## src/rtl/pll_div_pkg.sv

```systemverilog
package pll_div_pkg;

  localparam int unsigned ADDR_W = 2;
  localparam int unsigned DATA_W = 8;

  typedef enum logic [ADDR_W-1:0] {
    REG_MUL_LO = 2'd0,
    REG_PRE_HI = 2'd1,
    REG_CTRL   = 2'd2,
    REG_RSVD   = 2'd3
  } reg_addr_e;

  localparam int unsigned CTRL_LOOP_BIT = 0;
  localparam int unsigned CTRL_PFD_BIT  = 1;

  typedef struct packed {
    logic loop_en;
    logic pfd_en;
  } ctrl_t;

endpackage

```

## src/rtl/pll_rst_sync.sv

```systemverilog
module pll_rst_sync #(
  parameter int unsigned STAGES = 2
) (
  input  logic clk,
  input  logic arst_n,
  output logic rst_n_o
);

  logic [STAGES-1:0] sync_q;
  logic [STAGES-1:0] sync_d;

  always_comb begin
    sync_d = {sync_q[STAGES-2:0], 1'b1};
  end

  always_ff @(posedge clk or negedge arst_n) begin
    if (!arst_n) sync_q <= '0;
    else         sync_q <= sync_d;
  end

  assign rst_n_o = sync_q[STAGES-1];

endmodule

```

## src/rtl/pll_div_regs.sv

```systemverilog
module pll_div_regs
  import pll_div_pkg::*;
#(
  parameter int unsigned PRE_W   = 4,
  parameter int unsigned MUL_W   = 6,
  parameter logic [PRE_W-1:0] RST_PRE = '0,
  parameter logic [MUL_W-1:0] RST_MUL = '0
) (
  input  logic              clk,
  input  logic              rst_n,
  input  logic              wr_en,
  input  logic [ADDR_W-1:0] wr_addr,
  input  logic [DATA_W-1:0] wr_data,
  output logic [PRE_W-1:0]  act_pre_o,
  output logic [MUL_W-1:0]  act_mul_o,
  output logic              commit_o,
  output ctrl_t             ctrl_o
);

  logic [MUL_W-1:0] shadow_mul_q, shadow_mul_d;
  logic [PRE_W-1:0] act_pre_q, act_pre_d;
  logic [MUL_W-1:0] act_mul_q, act_mul_d;
  ctrl_t            ctrl_q, ctrl_d;
  logic             wr_lo, wr_hi, wr_ctrl;
  logic             unused_data;

  assign unused_data = ^wr_data;

  always_comb begin
    wr_lo   = wr_en && (wr_addr == REG_MUL_LO);
    wr_hi   = wr_en && (wr_addr == REG_PRE_HI);
    wr_ctrl = wr_en && (wr_addr == REG_CTRL);
  end

  always_comb begin
    shadow_mul_d = shadow_mul_q;
    act_pre_d    = act_pre_q;
    act_mul_d    = act_mul_q;
    ctrl_d       = ctrl_q;
    if (wr_lo) begin
      shadow_mul_d = wr_data[MUL_W-1:0];
    end
    if (wr_hi) begin
      act_pre_d = wr_data[PRE_W-1:0];
      act_mul_d = shadow_mul_q;
    end
    if (wr_ctrl) begin
      ctrl_d.loop_en = wr_data[CTRL_LOOP_BIT];
      ctrl_d.pfd_en  = wr_data[CTRL_PFD_BIT];
    end
  end

  always_ff @(posedge clk or negedge rst_n) begin
    if (!rst_n) begin
      shadow_mul_q <= RST_MUL;
      act_pre_q    <= RST_PRE;
      act_mul_q    <= RST_MUL;
      ctrl_q       <= '0;
    end else begin
      if (wr_lo)   shadow_mul_q <= shadow_mul_d;
      if (wr_hi)   act_pre_q    <= act_pre_d;
      if (wr_hi)   act_mul_q    <= act_mul_d;
      if (wr_ctrl) ctrl_q       <= ctrl_d;
    end
  end

  assign act_pre_o = act_pre_q;
  assign act_mul_o = act_mul_q;
  assign commit_o  = wr_hi;
  assign ctrl_o    = ctrl_q;

  // a low-byte write alone leaves the active dividers untouched
  a_r2_lo_write_keeps_active: assert property (@(posedge clk) disable iff (!rst_n)
    (wr_en && wr_addr == REG_MUL_LO) |=> ($stable(act_pre_o) && $stable(act_mul_o)));

  // a commit loads both fields on the same edge
  a_r3_commit_loads_both: assert property (@(posedge clk) disable iff (!rst_n)
    (wr_en && wr_addr == REG_PRE_HI) |=>
      (act_pre_o == $past(wr_data[PRE_W-1:0]) && act_mul_o == $past(shadow_mul_q)));

  // reserved address leaves the control bits alone
  a_r11_rsvd_no_effect: assert property (@(posedge clk) disable iff (!rst_n)
    (wr_en && wr_addr == REG_RSVD) |=> ($stable(ctrl_o) && $stable(act_pre_o)));

endmodule

```

## src/rtl/pll_prescaler.sv

```systemverilog
module pll_prescaler #(
  parameter int unsigned PRE_W = 4
) (
  input  logic             clk,
  input  logic             rst_n,
  input  logic             en_i,
  input  logic             restart_i,
  input  logic [PRE_W-1:0] ratio_i,
  output logic             tick_o
);

  logic [PRE_W-1:0] cnt_q, cnt_d;
  logic             wrap;

  always_comb begin
    wrap = (cnt_q == ratio_i);
    if (restart_i || !en_i) cnt_d = '0;
    else if (wrap)          cnt_d = '0;
    else                    cnt_d = cnt_q + 1'b1;
  end

  always_ff @(posedge clk or negedge rst_n) begin
    if (!rst_n) cnt_q <= '0;
    else        cnt_q <= cnt_d;
  end

  assign tick_o = en_i && wrap;

  // the count never runs past the active ratio
  a_r5_cnt_bound: assert property (@(posedge clk) disable iff (!rst_n)
    cnt_q <= ratio_i);

  // with a ratio above zero the strobe lasts one cycle
  a_r7_single_pulse: assert property (@(posedge clk) disable iff (!rst_n)
    (tick_o && ratio_i != '0 && !restart_i) |=> !tick_o);

  // a disabled loop leaves the count at zero
  a_r8_idle_count_zero: assert property (@(posedge clk) disable iff (!rst_n)
    !en_i |=> (cnt_q == '0));

endmodule

```

## src/rtl/pll_ref_sel.sv

```systemverilog
module pll_ref_sel #(
  parameter bit HF_FITTED = 1'b1
) (
  input  logic hf_present_i,
  input  logic lf_present_i,
  output logic sel_hf_o,
  output logic ok_o
);

  generate
    if (HF_FITTED) begin : g_hf
      assign sel_hf_o = hf_present_i;
      assign ok_o     = hf_present_i | lf_present_i;
    end else begin : g_lf_only
      logic unused_hf;
      assign unused_hf = hf_present_i;
      assign sel_hf_o  = 1'b0;
      assign ok_o      = lf_present_i;
    end
  endgenerate

endmodule

```

## src/rtl/pll_div_ctrl.sv

```systemverilog
module pll_div_ctrl
  import pll_div_pkg::*;
#(
  parameter int unsigned PRE_W     = 4,
  parameter int unsigned MUL_W     = 6,
  parameter bit          HF_FITTED = 1'b1,
  parameter int unsigned SYNC_LEN  = 2
) (
  input  logic             clk,
  input  logic             arst_n,
  input  logic             wr_en,
  input  logic [1:0]       wr_addr,
  input  logic [7:0]       wr_data,
  input  logic             hf_osc_present,
  input  logic             lf_osc_present,
  output logic             ref_sel_hf,
  output logic             ref_ok,
  output logic             loop_on,
  output logic             pfd_run,
  output logic             upd_tick,
  output logic [PRE_W-1:0] act_pre,
  output logic [MUL_W-1:0] act_mul
);

  logic  rst_n;
  logic  commit;
  ctrl_t ctrl;

  pll_rst_sync #(.STAGES(SYNC_LEN)) u_rst (
    .clk     (clk),
    .arst_n  (arst_n),
    .rst_n_o (rst_n)
  );

  pll_div_regs #(.PRE_W(PRE_W), .MUL_W(MUL_W)) u_regs (
    .clk       (clk),
    .rst_n     (rst_n),
    .wr_en     (wr_en),
    .wr_addr   (wr_addr),
    .wr_data   (wr_data),
    .act_pre_o (act_pre),
    .act_mul_o (act_mul),
    .commit_o  (commit),
    .ctrl_o    (ctrl)
  );

  pll_prescaler #(.PRE_W(PRE_W)) u_pre (
    .clk       (clk),
    .rst_n     (rst_n),
    .en_i      (ctrl.loop_en),
    .restart_i (commit),
    .ratio_i   (act_pre),
    .tick_o    (upd_tick)
  );

  pll_ref_sel #(.HF_FITTED(HF_FITTED)) u_ref (
    .hf_present_i (hf_osc_present),
    .lf_present_i (lf_osc_present),
    .sel_hf_o     (ref_sel_hf),
    .ok_o         (ref_ok)
  );

  assign loop_on = ctrl.loop_en;
  assign pfd_run = ctrl.loop_en & ctrl.pfd_en;

  // no strobe leaves the block while the loop is off
  a_r8_no_tick_when_off: assert property (@(posedge clk) disable iff (!rst_n)
    !loop_on |-> !upd_tick);

  // the discriminator never runs without the loop
  a_r9_pfd_needs_loop: assert property (@(posedge clk) disable iff (!rst_n)
    pfd_run |-> loop_on);

endmodule

```

## config.mk

```make
export PLATFORM = sky130hd
export DESIGN_NAME = pll_div_ctrl
export DESIGN_NICKNAME = d
export VERILOG_FILES = /design/src/rtl/pll_div_pkg.sv /design/src/rtl/pll_rst_sync.sv /design/src/rtl/pll_div_regs.sv /design/src/rtl/pll_prescaler.sv /design/src/rtl/pll_ref_sel.sv /design/src/rtl/pll_div_ctrl.sv
export SDC_FILE = /design/constraint.sdc
export NUM_CORES = 1
export LEC_CHECK = 0
export BUFFER_PORTS_ARGS = -buffer_cell sky130_fd_sc_hd__buf_2
export CAP_MARGIN = 30
export CORE_MARGIN = 5
export CORE_UTILIZATION = 35
export DETAILED_ROUTE_END_ITERATION = 16
export PLACE_DENSITY_LB_ADDON = 0.2
export SLEW_MARGIN = 20
export SYNTH_ARGS = -nofsm -noshare
export SYNTH_HDL_FRONTEND = slang
export SYNTH_SLANG_ARGS = --single-unit
```

## constraint.sdc

```tcl
create_clock -name clk -period 1.6 [get_ports clk]
set_clock_uncertainty 0.15 [all_clocks]
set_input_delay 0.08 -clock clk [delete_from_list [all_inputs] [get_ports clk]]
set_output_delay 0.08 -clock clk [all_outputs]
set_load 0.005 [all_outputs]
```

# [Word level (Yosys, flattened, before mapping)]
# Index checks and enable logic that the tools add are counted.
[op_classes] addsub=1 eq_ne=3 bitwise_logic=2 mux=2 reduce_logical=7
[ops] cell="$mux 4" n=2
[ops] cell="$add 4x1->4 const B" n=1
[ops] cell="$eq 4x4->1" n=1
[ops] cell="$logic_and 1x1->1" n=4
[ops] cell="$eq 2x1->1 const B" n=1
[ops] cell="$eq 2x2->1 const B" n=1
[ops] cell="$logic_not 2->1" n=1
[ops] cell="$and 1x1->1" n=1
[ops] cell="$logic_not 1->1" n=1
[ops] cell="$logic_or 1x1->1" n=1
[ops] cell="$or 1x1->1" n=1
[totals] output_inout_bits=15 in_bits=15 elab_cells=22 reg_bits=24

# [Logic depth before layout (Yosys ltp)]
[depth] depth_word=4 ltp_mapped=4 mapped_depth_nobuf=3

# [Hierarchy]
# A second synthesis with hierarchy kept.
[hier_totals] hier_cells=66 area_unflattened_um2=1036.0
[by_module_without_submodules] module="pll_div_regs" n_inst=1 cells_per_inst=41 seq_area_each_um2=450.4 area_each_um2=735.7
[by_module_without_submodules] module="pll_prescaler" n_inst=1 cells_per_inst=19 seq_area_each_um2=100.1 area_each_um2=226.5
[by_module_without_submodules] module="pll_rst_sync" n_inst=1 cells_per_inst=3 seq_area_each_um2=50.0 area_each_um2=53.8
[by_module_without_submodules] module="pll_ref_sel" n_inst=1 cells_per_inst=2 seq_area_each_um2=0.0 area_each_um2=13.8
[by_module_without_submodules] module="pll_div_ctrl" n_inst=1 cells_per_inst=1 seq_area_each_um2=0.0 area_each_um2=6.3

# [Worst setup path after synthesis]
# OpenSTA, ideal clock, no wires.
[synth_timing] path_kind="register to output" start="reg u_pre.cnt_q[0]" end="out upd_tick" stages_incl_launch_ff=4 arrival_time_ns=1.101 required_ns=1.370 slack_ns=0.269 n_path_buf=0 cell_sequence="dfrtp_1 xor2_1 nor4_4 and2_1"
[synth_between] elab_chain_cells=2
[synth_rtl] element="start: declaration" line="pll_prescaler.sv:12" rtl="logic [PRE_W-1:0] cnt_q, cnt_d;"
[synth_rtl] element="start signal: assignment" line="pll_prescaler.sv:24" rtl="else cnt_q <= cnt_d;"
[synth_rtl] element="$eq 4x4->1" line="pll_prescaler.sv:16" rtl="wrap = (cnt_q == ratio_i);"
[synth_rtl] element="$logic_and 1x1->1" line="pll_prescaler.sv:27" rtl="assign tick_o = en_i && wrap;"
[synth_rtl] element="end: declaration" line="pll_div_ctrl.sv:20" rtl="output logic upd_tick,"
# No other way between the ends.

# [Worst setup path after layout]
[layout_timing] start="reg u_pre.cnt_q[1]" end="out upd_tick"
# Same word-level chain as after synthesis.

==> reports/qor.yml <==
placed_area_um2: 1180
startpoint_type: "flip-flop"
hold_class: "in2reg"
core_um2: 2760
endpoint_kind: "primary output"
placement.io_buffers: 27
netlist_area_um2: 1000
die_x_um: 63.4
power.density_nw_per_um2: 1210
cp-startpoint: "u_pre.cnt_q[1]"
clock-sinks: 24
antenna_cells: 0
remaining_drc_errors: 0
cts_max_path_buffers: 2
grt_pass1_wl_mm: 3.26
synthCells: 65
period_needed_ns: 1.71
violations: "setup timing"
routed_wl_mm: 1.78
critPathMaxFanout: 3
crit_type: "reg2out"
clk-insertion-delay-late_ns: 0.31
syn_to_final_growth_pct: 35.0
finalInstanceArea_um2: 1350
nNetsFinal: 127
dp_worst_setup_slack_ns: 0.183
grt_overflow: 0
seqCellArea_um2: 601
final_cell_mix: "27 x buf_2, 24 x dfrtp_1, 17 x mux2_2, 9 x dlygate4sd3_1, 7 x buf_4"
vdd_drop_max_v: 0.000775
synth_nets: 81
dr.pass1.iters: 3
via_count: 663
placementRows: 19
synth-seq-cells: 24
syn_avg_cell_area_um2: 15.4
ys_seq_area_frac: 0.601
ant_nets: 0
avgRoutedWirePerCell_um: 12.6
drive_above_1_share: 0.536
reg2reg_from: "u_pre.cnt_q[1]"
p_leak_nw: 0.650
status: "complete, but fails checks"
cp.arrival_ns: 1.48
clkTransAtPathRegs_ns: 0.13
setup_viol: 1
report.final.slew_viol_count: 0
final_common_cell: "buf_2"
maxCapViolCount: 0
min-delay-start: "wr_en"
grt_max_degree: 17
htree_levels: 1
hpwl_mm: 1.37
max_freq_mhz: 583
rsz0062_at_grt: "yes"
grtUsageTotal: 0.103
hold_viol: 0
period_share: 1.07
yosysWarnings: 0
start_util: 0.363
drtIter0Drc: 15
synth_cell_type_count: 18
cts_resized: 0
setup_slack_ns: -0.114
antenna_found_initial: 0
io_pins: 30
via_per_inst: 4.70
dieArea_um2: 4030
multi_input_area_um2: 380
gp_congestion: 0.658
cts_tree: "built"
die_h_um: 63.4
root_buffer: "clkbuf_4"
grt_pass1_vias: 721
cts_buffers: 3
nFillCells: 251
required_ns: 1.37
==> state kept, by name (all words and copies together) (netlist names) <==
signal / cells
u_regs.act_mul_o: 6
u_regs.shadow_mul_q: 6
u_pre.cnt_q: 4
u_regs.act_pre_o: 4
u_regs.ctrl_o: 2
u_rst.sync_q: 2
==> layer usage <==
metal	GRT usage	wire, µm	up-vias
met3	0.0373	84	5
met4	0.0312	22	0
met5	0	0	-
met2	0.176	918	17
met1	0.118	755	325
li1	-	-	316
==> what timing repair did <==
action,CTS,global route
pin swaps,1,0
hold buffers,9,0
setup buffers,3,1
setup endpoints to repair,1,1
hold endpoints to repair,20,0
==> Yosys cell counts (all sizes together) <==
| cell type | instances | area [µm²] |
|---|---|---|
| dfrtp | 24 | 601 |
| mux2 | 18 | 206 |
| xor2 | 5 | 43.8 |
| nor3 | 3 | 15.0 |
| and2 | 2 | 12.5 |
| buf | 2 | 18.8 |
| nand3b | 2 | 15.0 |
| nor3b | 2 | 26.3 |
| conb | 1 | 3.75 |
| ha | 1 | 12.5 |
| nand2 | 1 | 3.75 |
| nand3 | 1 | 5.00 |
| nor4 | 1 | 21.3 |
| or2 | 1 | 6.26 |
| xnor2 | 1 | 8.76 |
==> area by class of cell <==
type | count | share of cell area
clock buffer | 3 | 0.0167
clock inverter | 1 | 0.0222
multi-input combinational | 39 | 0.282
sequential | 24 | 0.445
tap | 31 | 0.0287
timing repair buffer | 43 | 0.206
==> metrics by stage <==
step	hold WS, ns	setup TNS (ns)	total power [mW]	utilization	std cells
after floorplan	-0.366	0	1.03	-	65
after global placement	-0.284	0	1.17	0.427	124
after detailed placement	-0.282	0	1.19	0.427	124
after CTS	0.0273	-0.150	1.67	0.487	140
after global routing	0.0400	-0.238	1.75	0.490	141
final	0.0416	-0.114	1.64	0.490	141
==> cells by family (layout without fill, tap and decap cells) <==
logic type               count (synthesis)  in the layout  share of synthesized area
buffers and inverters                    2             47                     0.0188
AND/OR/NAND/NOR                         13             13                      0.105
flip-flops                              24             24                      0.601
XOR/XNOR                                 6              6                     0.0526
multiplexers                            18             18                      0.207
adder cells (fa/ha/maj)                  1              1                     0.0125
other                                    1              1                    0.00375
==> where the power goes <==
group	leakage (nW)	internal, mW	total (mW)	switching [mW]
Combinational	0.331	0.242	0.404	0.162
Sequential	0.291	0.731	0.803	0.0725
Clock	0.0279	0.253	0.429	0.175
==> worst max-delay path, stage by stage, from the launching register on <==
cell     delay [ns]
dfrtp_1        0.43
xor2_1         0.20
nor4_4         0.29
and2_1         0.16
buf_2          0.10
==> path summary, 6_finish.rpt <==
path | end | slack, ns | cells past startpoint
hold reg to reg | u_regs.ctrl_o[1] | 0.07 | 1
max in group asynchronous | u_regs.act_mul_o[5] | 0.57 | 1
setup / recovery | upd_tick | -0.11 | 4
hold / removal | u_regs.ctrl_o[0] | 0.04 | 3
min in group asynchronous | u_regs.ctrl_o[1] | 0.07 | 1
setup reg to reg | u_pre.cnt_q[0] | 0.22 | 4
(Power assumes the default switching activity.)
